==> config.mk <==
export PLATFORM = sky130hd
export DESIGN_NAME = dbg_brk_ctrl
export DESIGN_NICKNAME = d
export VERILOG_FILES = /design/src/rtl/dbg_brk_pkg.sv /design/src/rtl/dbg_ctrl_reg.sv /design/src/rtl/dbg_ack_tx.sv /design/src/rtl/dbg_reg_read.sv /design/src/rtl/dbg_brk_ctrl.sv
export SDC_FILE = /design/constraint.sdc
export NUM_CORES = 1
export LEC_CHECK = 0
export ABC_AREA = 0
export BUFFER_PORTS_ARGS = -buffer_cell sky130_fd_sc_hd__buf_4
export CORE_MARGIN = 2
export CORE_UTILIZATION = 34
export CTS_CLUSTER_DIAMETER = 100
export DETAILED_ROUTE_END_ITERATION = 10
export GPL_ROUTABILITY_DRIVEN = 0
export PLACE_DENSITY = 0.87
export SLEW_MARGIN = 20
export SYNTH_ARGS = -nofsm -noshare
export SYNTH_HDL_FRONTEND = slang
export SYNTH_SLANG_ARGS = --single-unit
==> constraint.sdc <==
create_clock -name clk -period 0.93 [get_ports clk]
set_input_delay 0.093 -clock clk [delete_from_list [all_inputs] [get_ports clk]]
set_output_delay 0.093 -clock clk [all_outputs]
set_load 0.005 [all_outputs]
==> src/rtl/dbg_brk_pkg.sv <==
package dbg_brk_pkg;
  localparam int unsigned REG_W   = 8;
  // control word bit positions
  localparam int unsigned CB_DBG  = 7;
  localparam int unsigned CB_BKEN = 6;
  localparam int unsigned CB_AKEN = 5;
  localparam int unsigned CB_SRST = 0;
  // status word bit positions
  localparam int unsigned SB_DBG  = 7;
  localparam int unsigned SB_HALT = 6;
  localparam int unsigned SB_RDP  = 5;
  localparam logic [REG_W-1:0] CTRL_RSV_MASK = 8'h1E;
  localparam logic [REG_W-1:0] STAT_RSV_MASK = 8'h1F;
endpackage

==> src/rtl/dbg_ctrl_reg.sv <==
module dbg_ctrl_reg #(
  parameter int unsigned OPC_W = 8,
  parameter logic [OPC_W-1:0] BRK_OPCODE = '0
) (
  input  logic             clk,
  input  logic             rst,
  input  logic             wr_en,
  input  logic             wr_dbg,
  input  logic             wr_bken,
  input  logic             wr_aken,
  input  logic             wr_srst,
  input  logic             op_valid,
  input  logic [OPC_W-1:0] op_code,
  input  logic             sys_rst_done,
  output logic             dbg_mode,
  output logic             brk_en,
  output logic             ack_en,
  output logic             srst_req,
  output logic             brk_hit
);
  assign brk_hit = op_valid && (op_code == BRK_OPCODE) && brk_en;

  always_ff @(posedge clk) begin
    if (rst) begin
      dbg_mode <= 1'b0;
      brk_en   <= 1'b0;
      ack_en   <= 1'b0;
      srst_req <= 1'b0;
    end else begin
      if (srst_req && sys_rst_done) srst_req <= 1'b0;
      if (wr_en) begin
        dbg_mode <= wr_dbg;
        brk_en   <= wr_bken;
        ack_en   <= wr_aken;
        if (wr_srst) srst_req <= 1'b1;
      end
      if (brk_hit) dbg_mode <= 1'b1;
    end
  end

  AST_NOP_WHEN_OFF: assert property (@(posedge clk) disable iff (rst)
    (op_valid && op_code == BRK_OPCODE && !brk_en && !wr_en && !dbg_mode) |=> !dbg_mode);
  AST_BRK_ENTERS: assert property (@(posedge clk) disable iff (rst)
    (op_valid && op_code == BRK_OPCODE && brk_en) |=> dbg_mode);
  AST_SRST_HOLDS: assert property (@(posedge clk) disable iff (rst)
    (srst_req && !sys_rst_done) |=> srst_req);
  AST_SRST_CLEARS: assert property (@(posedge clk) disable iff (rst)
    (srst_req && sys_rst_done && !(wr_en && wr_srst)) |=> !srst_req);
  AST_WRITE_CLEARS_DBG: assert property (@(posedge clk) disable iff (rst)
    (wr_en && !wr_dbg && !brk_hit) |=> !dbg_mode);
endmodule

==> src/rtl/dbg_ack_tx.sv <==
module dbg_ack_tx #(
  parameter int unsigned BYTE_W = 8,
  parameter logic [BYTE_W-1:0] ACK_BYTE = '1
) (
  input  logic              clk,
  input  logic              rst,
  input  logic              ack_en,
  input  logic              hit,
  input  logic              tx_ack,
  output logic              tx_req,
  output logic [BYTE_W-1:0] tx_byte
);
  logic pending;

  always_ff @(posedge clk) begin
    if (rst) pending <= 1'b0;
    else     pending <= (pending && !tx_ack) || (hit && ack_en);
  end

  assign tx_req  = pending;
  assign tx_byte = ACK_BYTE;

  AST_REQ_STICKS: assert property (@(posedge clk) disable iff (rst)
    (tx_req && !tx_ack) |=> (tx_req && tx_byte == ACK_BYTE));
  AST_REQ_DROPS: assert property (@(posedge clk) disable iff (rst)
    (tx_req && tx_ack && !hit) |=> !tx_req);
  AST_NO_REQ_DISABLED: assert property (@(posedge clk) disable iff (rst)
    (!ack_en && !tx_req) |=> !tx_req);
  AST_HIT_REQUESTS: assert property (@(posedge clk) disable iff (rst)
    (hit && ack_en) |=> tx_req);
endmodule

==> src/rtl/dbg_reg_read.sv <==
module dbg_reg_read
  import dbg_brk_pkg::*;
(
  input  logic             clk,
  input  logic             rst,
  input  logic             sel_stat,
  input  logic             dbg_mode,
  input  logic             brk_en,
  input  logic             ack_en,
  input  logic             srst_req,
  input  logic             core_halt,
  input  logic             rd_prot,
  output logic [REG_W-1:0] rdata
);
  logic [REG_W-1:0] ctrl_word, stat_word;

  always_comb begin
    ctrl_word          = '0;
    ctrl_word[CB_DBG]  = dbg_mode;
    ctrl_word[CB_BKEN] = brk_en;
    ctrl_word[CB_AKEN] = ack_en;
    ctrl_word[CB_SRST] = srst_req;
    stat_word          = '0;
    stat_word[SB_DBG]  = dbg_mode;
    stat_word[SB_HALT] = core_halt;
    stat_word[SB_RDP]  = rd_prot;
  end

  always_ff @(posedge clk) begin
    if (rst) rdata <= '0;
    else     rdata <= sel_stat ? stat_word : ctrl_word;
  end

  AST_RSV_ZERO: assert property (@(posedge clk) disable iff (rst)
    (rdata & CTRL_RSV_MASK & STAT_RSV_MASK) == '0);
  AST_STAT_DBG: assert property (@(posedge clk) disable iff (rst)
    sel_stat |=> (rdata[SB_DBG] == $past(dbg_mode)));
endmodule

==> src/rtl/dbg_brk_ctrl.sv <==
module dbg_brk_ctrl
  import dbg_brk_pkg::*;
#(
  parameter int unsigned OPC_W = 8,
  parameter logic [OPC_W-1:0] BRK_OPCODE = 8'h00,
  parameter logic [REG_W-1:0] ACK_BYTE = 8'hFF
) (
  input  logic             clk,
  input  logic             rst,
  input  logic             reg_wr,
  input  logic             reg_addr,
  input  logic [REG_W-1:0] reg_wdata,
  output logic [REG_W-1:0] reg_rdata,
  input  logic             op_valid,
  input  logic [OPC_W-1:0] op_code,
  input  logic             wp_hit,
  input  logic             core_halt,
  input  logic             rd_prot,
  output logic             dbg_mode,
  output logic             tx_req,
  output logic [REG_W-1:0] tx_byte,
  input  logic             tx_ack,
  output logic             sys_rst_req,
  input  logic             sys_rst_done
);
  logic brk_en, ack_en, brk_hit;

  dbg_ctrl_reg #(.OPC_W(OPC_W), .BRK_OPCODE(BRK_OPCODE)) u_ctrl (
    .clk(clk), .rst(rst), .wr_en(reg_wr),
    .wr_dbg(reg_wdata[CB_DBG]), .wr_bken(reg_wdata[CB_BKEN]),
    .wr_aken(reg_wdata[CB_AKEN]), .wr_srst(reg_wdata[CB_SRST]),
    .op_valid(op_valid), .op_code(op_code), .sys_rst_done(sys_rst_done),
    .dbg_mode(dbg_mode), .brk_en(brk_en), .ack_en(ack_en),
    .srst_req(sys_rst_req), .brk_hit(brk_hit)
  );

  dbg_ack_tx #(.BYTE_W(REG_W), .ACK_BYTE(ACK_BYTE)) u_ack (
    .clk(clk), .rst(rst), .ack_en(ack_en), .hit(brk_hit || wp_hit),
    .tx_ack(tx_ack), .tx_req(tx_req), .tx_byte(tx_byte)
  );

  dbg_reg_read u_rd (
    .clk(clk), .rst(rst), .sel_stat(reg_addr), .dbg_mode(dbg_mode),
    .brk_en(brk_en), .ack_en(ack_en), .srst_req(sys_rst_req),
    .core_halt(core_halt), .rd_prot(rd_prot), .rdata(reg_rdata)
  );

  AST_WP_NO_DEBUG: assert property (@(posedge clk) disable iff (rst)
    (wp_hit && !op_valid && !reg_wr && !dbg_mode) |=> !dbg_mode);
endmodule

* Word level (Yosys, flattened, before mapping)
Cells that the tools add are included.
** Word-level totals
- Flip-flop bits (word level) :: 13
- Input port bits :: 26
- Output and inout port bits :: 19
- Word-level logic and storage cells :: 24
** Operators by class
- Muxes and demuxes :: 6
- Reduce and logical (&&, ||, !) cells :: 11
** Operators with widths (count)
- 8-bit zero test :: 1
- 7-bit 2-to-1 mux :: 1
- 1-bit logical AND :: 5
- 1-bit 2-to-1 mux :: 5
- 1-bit logical OR :: 2
- 2-bit nonzero test :: 1
- 2-bit OR reduction :: 1
- 1-bit zero test :: 1

* Longest topological paths before layout
Gate-level depths: netlist of run 1.
- Depth in word-level cells :: 6
- Mapped depth :: 4
- Depth with buffers taken out :: 3

* By module
A second synthesis of run 1 with hierarchy kept.
** Second synthesis, totals
- Cells, all modules :: 47
- Area, all modules :: 444.2 µm²
** By module, submodules not included
- dbg_ctrl_reg :: times used 1, cells an instance 18, area an instance 180.2 µm², seq. area each 80.1 µm²
- dbg_reg_read :: times used 1, cells an instance 15, area an instance 155.1 µm², seq. area each 80.1 µm²
- dbg_ack_tx :: times used 1, cells an instance 13, area an instance 102.6 µm², seq. area each 20.0 µm²
- dbg_brk_ctrl :: times used 1, cells an instance 1, area an instance 6.3 µm², seq. area each 0.0 µm²

* Least setup slack after synthesis of run 1
OpenSTA, ideal clock, no wires.
- Path type :: register -> register
- Start point :: reg, netlist name u_ctrl.dbg_mode
- End point :: reg u_ctrl.dbg_mode
- Setup time :: 0.117 ns
- Arrival :: 0.733 ns
- Data required time :: 0.813 ns
- Slack :: 0.080 ns
- Cell stages (with the launch flop) :: 4
- Buffers on the path :: 0
- Period minus slack after synthesis :: 0.850 ns
- Cell sequence :: dfxtp_1 mux2_4 a31oi_1 nor2_1
** RTL lines
- to (signal assigned) :: line dbg_ctrl_reg.sv:32 : dbg_mode <= wr_dbg;
- to (decl) :: line dbg_ctrl_reg.sv:15 : output logic dbg_mode,

==> flow_summary.json, run 1 <==
{
  "clk_path_buf_depth": 2,
  "synth-edff-count": 0,
  "grt_antenna_before_repair": 0,
  "rsz0062_at_grt": "no",
  "fp.dieW_um": 41,
  "post_cts_buffers": 0,
  "min_to": "u_rd.rdata[0]",
  "ctsHoldBuffers": 0,
  "synth-compound-area-share": 0.04570,
  "wl_per_cell_um": 9.258,
  "die_h_um": 41,
  "fmax_mhz": 1155,
  "status": "completed",
  "hold_ws_ns": 0.02226,
  "fin_crit_ns": 0.8660,
  "maxCapViolCount": 0,
  "synthSimpleGateAreaFrac": 0.2285,
  "hp-class": "primary input to register",
  "post-route-period-util": 0.9311,
  "r2r_end": "u_ctrl.dbg_mode",
  "fin_cells": 93,
  "cts_sinks": 9,
  "ff2ff_path_depth": 3,
  "detail_route.wirelength_um": 861,
  "num_io_pins": 45,
  "dp.cells": 89,
  "synth_area_leaders": "dfxtp_1 39%, buf_4 19%, mux2i_1 8.6%",
  "drc": 0,
  "worstHoldPathCells": 2,
  "fin_skew_ns": 0.002626,
  "tritoncts": "done",
  "vias": 392,
  "crit_required_ns": 1.09,
  "fin_nets": 105,
  "ir_worst_vdd_mv": 0.6223,
  "finalSetupTns_ns": 0,
  "ff2ff_setup_slack_ns": 0.06,
  "synth.largest_area_cell": "dfxtp_1",
  "via_per_inst": 4.215,
  "synthFlopType": "dfxtp_1",
  "postRouteAntennaNets": 0,
  "crit_type": "register to register",
  "grt_pass1_wl_um": 1283,
  "grt_pass1_vias": 336,
  "stdcell_area_um2": 663.1,
  "synthCells": 49,
  "initial_utilization": 0.3622,
  "synth_adder_area_share": 0,
  "synthesis.area_um2": 465.4,
  "synth_common_cells": "12 x buf_4, 9 x dfxtp_1, 5 x nor2_1",
  "worstHoldStart": "reg_addr",
  "leakage_nw": 0.3294,
  "rows": 13,
  "cts_buffers": 3,
  "synthArstFlopShare": 0,
  "synth_mux_area_frac": 0.1183,
  "placed_cell_area_um2": 636.9,
  "hold_violations": 0,
  "final-max-slew-violation-count": 0,
  "avgSynthCellArea_um2": 9.499,
  "drive_gt1_frac": 0.4359,
  "synth-xor-area-share": 0,
  "synth.distinct_cells": 16,
  "die_area_mm2": 0.001681,
  "synth_top_area_share": 0.3871,
  "drtIter0Drc": 4,
  "p_per_area_mw_per_mm2": 1313,
  "ys.warnings.count": 0,
  "area_growth_pct": 42.47,
  "cp-start-kind": "register",
  "yosysMostFrequentCell": "buf_4",
  "io_buffer_count": 28,
  "setup_violations": 0,
  "core_region_area_mm2": 0.001285,
  "cp.arrival_ns": 1.02,
  "grt.total_usage": 0.1284,
  "ys_seq_area_frac": 0.3871,
  "cts_resized": 0,
  "clk_latency_ns": 0.26,
  "cp-end-kind": "register",
  "dpl.hpwl_um": 760.7,
  "grt_overflow": 0,
  "diodes": 0,
  "grt_max_degree": 11,
  "synth_top_family_by_area": "simple AND/OR/NAND/NOR gates",
  "root_buffer": "clkbuf_4",
  "reg2reg_from": "u_ctrl.dbg_mode",
  "clk_pin_slew_worst_paths_ns": 0.06,
  "yosys_register_bits": 9,
  "htreeDepth": 1,
  "drt_first_pass_iters": 2,
  "crit_path_max_fanout": 3
}
==> worst max path at each step <==
stage / cells after the start / slack (ns) / from / end
6_report: 3 / 0.06 / u_ctrl.dbg_mode / u_ctrl.dbg_mode
5_1_grt: 3 / 0.01 / u_ctrl.dbg_mode / u_ctrl.dbg_mode
4_1_cts: 3 / 0.06 / u_ctrl.dbg_mode / u_ctrl.dbg_mode
3_5_place_dp: 3 / 0.08 / u_ctrl.dbg_mode / u_ctrl.dbg_mode
3_3_place_gp: 3 / 0.08 / u_ctrl.dbg_mode / u_ctrl.dbg_mode
2_1_floorplan: 3 / 0.08 / u_ctrl.dbg_mode / u_ctrl.dbg_mode
==> routing by layer <==
metal | global-route usage | part of all wire | up-vias
met4 | 0.07500 | 0.017 | 0
met1 | 0.1020 | 0.32 | 167
li1 | - | - | 197
met2 | 0.2266 | 0.55 | 25
met3 | 0.08696 | 0.11 | 3
met5 | 0 | 0 | -
==> sequential cells by signal (all words and copies together) (netlist names) <==
name             flops
u_rd.rdata           4
u_ack.tx_req         1
u_ctrl.ack_en        1
u_ctrl.brk_en        1
u_ctrl.dbg_mode      1
u_ctrl.srst_req      1
==> cells in the final DEF (no fill, tap or decap) <==
cell	netlist	final
buf_4	12	28
nor4b_4	1	1
dfxtp_1	9	9
nand2_1	3	3
clkbuf_1	0	1
nor2b_1	3	3
nand2b_1	1	1
mux2_4	1	1
nor2_1	5	5
a21oi_1	2	2
nor3b_1	2	2
o21ai_1	1	1
mux2i_1	4	4
a31oi_1	1	1
conb_1	2	12
clkbuf_4	0	3
nor4_2	1	1
==> cell type report <==
cell class,count,area (um^2)
Clock buffer,4,26.28
Fill cell,128,621.8
Sequential cell,9,180.2
Timing Repair Buffer,28,210.2
Multi-Input combinational cell,37,227.7
Tap cell,15,18.77
==> cell families after synthesis <==
kind of cell | Yosys count
buffers and inverters | 13
other | 2
multiplexers | 5
AND/OR/NAND/NOR | 16
AO/OA/AOI/OAI | 4
flip-flops | 9
==> power breakdown <==
| part | switching (W) | internal [W] |
|---|---|---|
| combinational | 0.0000586 | 0.0000996 |
| sequential | 0.00000927 | 0.000405 |
| clock | 0.000133 | 0.000165 |
| total | 0.000201 | 0.000670 |
==> through the flow <==
step	power (W)	util	setup slack (ns)
2_1_floorplan	0.0005148	-	0.07972
4_1_cts	0.0008885	0.5161	0.06268
3_3_place_gp	0.0005770	0.4956	0.07947
3_5_place_dp	0.0005824	0.4956	0.07573
6_report	0.0008704	0.5161	0.06404
5_1_grt	0.0009434	0.5161	0.01084
==> worst max-delay path, stage by stage, from the launching register on <==
cell and delay (ns):
dfxtp_1 0.32, mux2_4 0.27, a31oi_1 0.13, nor2_1 0.05
No activity file was read; power rests on OpenSTA's default activity.
==> run 2, diff against run 1 <==
RECOVER_POWER = 50   (was unset)
==> flow_summary.json, run 2 (synthesis results as in run 1) <==
{
  "grt_overflow": 0,
  "crit_path_max_fanout": 3,
  "initial_utilization": 0.3622,
  "fin_skew_ns": 0.002626,
  "via_per_inst": 4.215,
  "rows": 13,
  "critPathMaxStageDelay_ns": 0.32,
  "cp.arrival_ns": 1.02,
  "vias": 392,
  "hp-class": "primary input to register",
  "dp.cells": 89,
  "hold_violations": 0,
  "largest_reg_flops": 4,
  "rsz0062_at_grt": "no",
  "final_common_cell": "buf_4",
  "post-route-util": 0.5161,
  "cts_buffers": 3,
  "cp-start-kind": "register",
  "ctsHoldBuffers": 0,
  "root_buffer": "clkbuf_4",
  "cp-end-kind": "register",
  "drc": 0,
  "drtIter0Drc": 4,
  "cp_cell_sequence": "mux2_4 -> a31oi_1 -> nor2_1",
  "largest_register": "u_rd.rdata",
  "io_buffer_count": 28,
  "p_per_area_mw_per_mm2": 1312,
  "fin_crit_ns": 0.8660,
  "grt.total_usage": 0.1284,
  "leakage_nw": 0.3289,
  "wl_per_cell_um": 9.247,
  "fmax_mhz": 1155,
  "post-route-period-util": 0.9311,
  "maxCapViolCount": 0,
  "setup_ws_ns": 0.06404,
  "grt_pass1_wl_um": 1283,
  "status": "completed",
  "crit_type": "register to register",
  "clk_path_buf_depth": 2,
  "drt_first_pass_iters": 2,
  "grt_max_degree": 11,
  "tritoncts": "done",
  "area_growth_pct": 42.47,
  "cts_resized": 0,
  "fin_cells": 93,
  "postRouteAntennaNets": 0,
  "post_cts_buffers": 0,
  "crit_required_ns": 1.09,
  "fp.dieW_um": 41,
  "post-place-ws_ns": 0.07573,
  "cts_sinks": 9,
  "die_h_um": 41,
  "drive_gt1_frac": 0.4359,
  "slowest_stage": "dfxtp_1",
  "finalSetupTns_ns": 0,
  "fin_nets": 105,
  "clk_latency_ns": 0.26,
  "mostFrequentLayoutCells": "27 x buf_4, 12 x conb_1, 9 x dfxtp_1, 5 x nor2_1",
  "die_area_mm2": 0.001681,
  "final-max-slew-violation-count": 0,
  "htreeDepth": 1,
  "setup_violations": 0,
  "detail_route.wirelength_um": 860,
  "core_region_area_mm2": 0.001285,
  "clk_pin_slew_worst_paths_ns": 0.06,
  "dpl.hpwl_um": 760.7,
  "grt_pass1_vias": 336,
  "grt_antenna_before_repair": 0,
  "fill_cells": 128,
  "ir_worst_vdd_mv": 0.6223,
  "diodes": 0,
  "num_io_pins": 45
}
-- run 2: cell types whose count changed in the layout (fill, tap and decap cells not counted), sizes merged --
cell and delta:
clkbuf +1, buf -1
-- run 2: path summary, 6_finish.rpt --
kind	to	cells past startpoint	startpoint	slack, ns
worst min register to register	u_rd.rdata[0]	1	u_ctrl.srst_req	0.49
worst min-delay path	u_rd.rdata[0]	2	reg_addr	0.02
worst max register to register	u_ctrl.dbg_mode	3	u_ctrl.dbg_mode	0.06
worst max-delay path	u_ctrl.dbg_mode	3	u_ctrl.dbg_mode	0.06
-- run 2: where the power goes --
group          switching (W)  internal, W  total (W)  leakage, nW
logic              0.0000586    0.0000994   0.000158        0.240
clock network       0.000133     0.000165   0.000298       0.0150
registers         0.00000922     0.000405   0.000414       0.0739
-- run 2: stage by stage --
stage | hold WS, ns | power, W | area, um^2
after global placement | 0.2937 | 0.0005770 | 636.9
after floorplan | 0.1688 | 0.0005148 | 503.0
after CTS | 0.01481 | 0.0008885 | 663.1
final | 0.02216 | 0.0008702 | 663.1
after global routing | 0.008231 | 0.0009432 | 663.1
after detailed placement | 0.2950 | 0.0005824 | 636.9
-- run 2: per-layer routing --
layer  up-vias  wire [um]  share of wire  global-route usage
met4         0         15          0.017             0.07500
met5         -          0              0                   0
met2        25        471           0.55              0.2266
met3         3        100           0.12             0.08696
met1       167        272           0.32              0.1020
li1        197          -              -                   -
-- run 2: worst max-delay path, delay by kind of cell (launching register included) --
| kind | cells | cell delay, ns |
|---|---|---|
| multiplexers | 1 | 0.27 |
| AO/OA/AOI/OAI | 1 | 0.13 |
| flip-flops | 1 | 0.32 |
| AND/OR/NAND/NOR | 1 | 0.05 |
-- run 2: final cells by class --
class,instances,area (um^2),area share
tap,15,18.77,0.02830
clock buffer,4,26.28,0.03962
timing repair buffer,28,210.2,0.3170
multi-input combinational,37,227.7,0.3434
sequential,9,180.2,0.2717
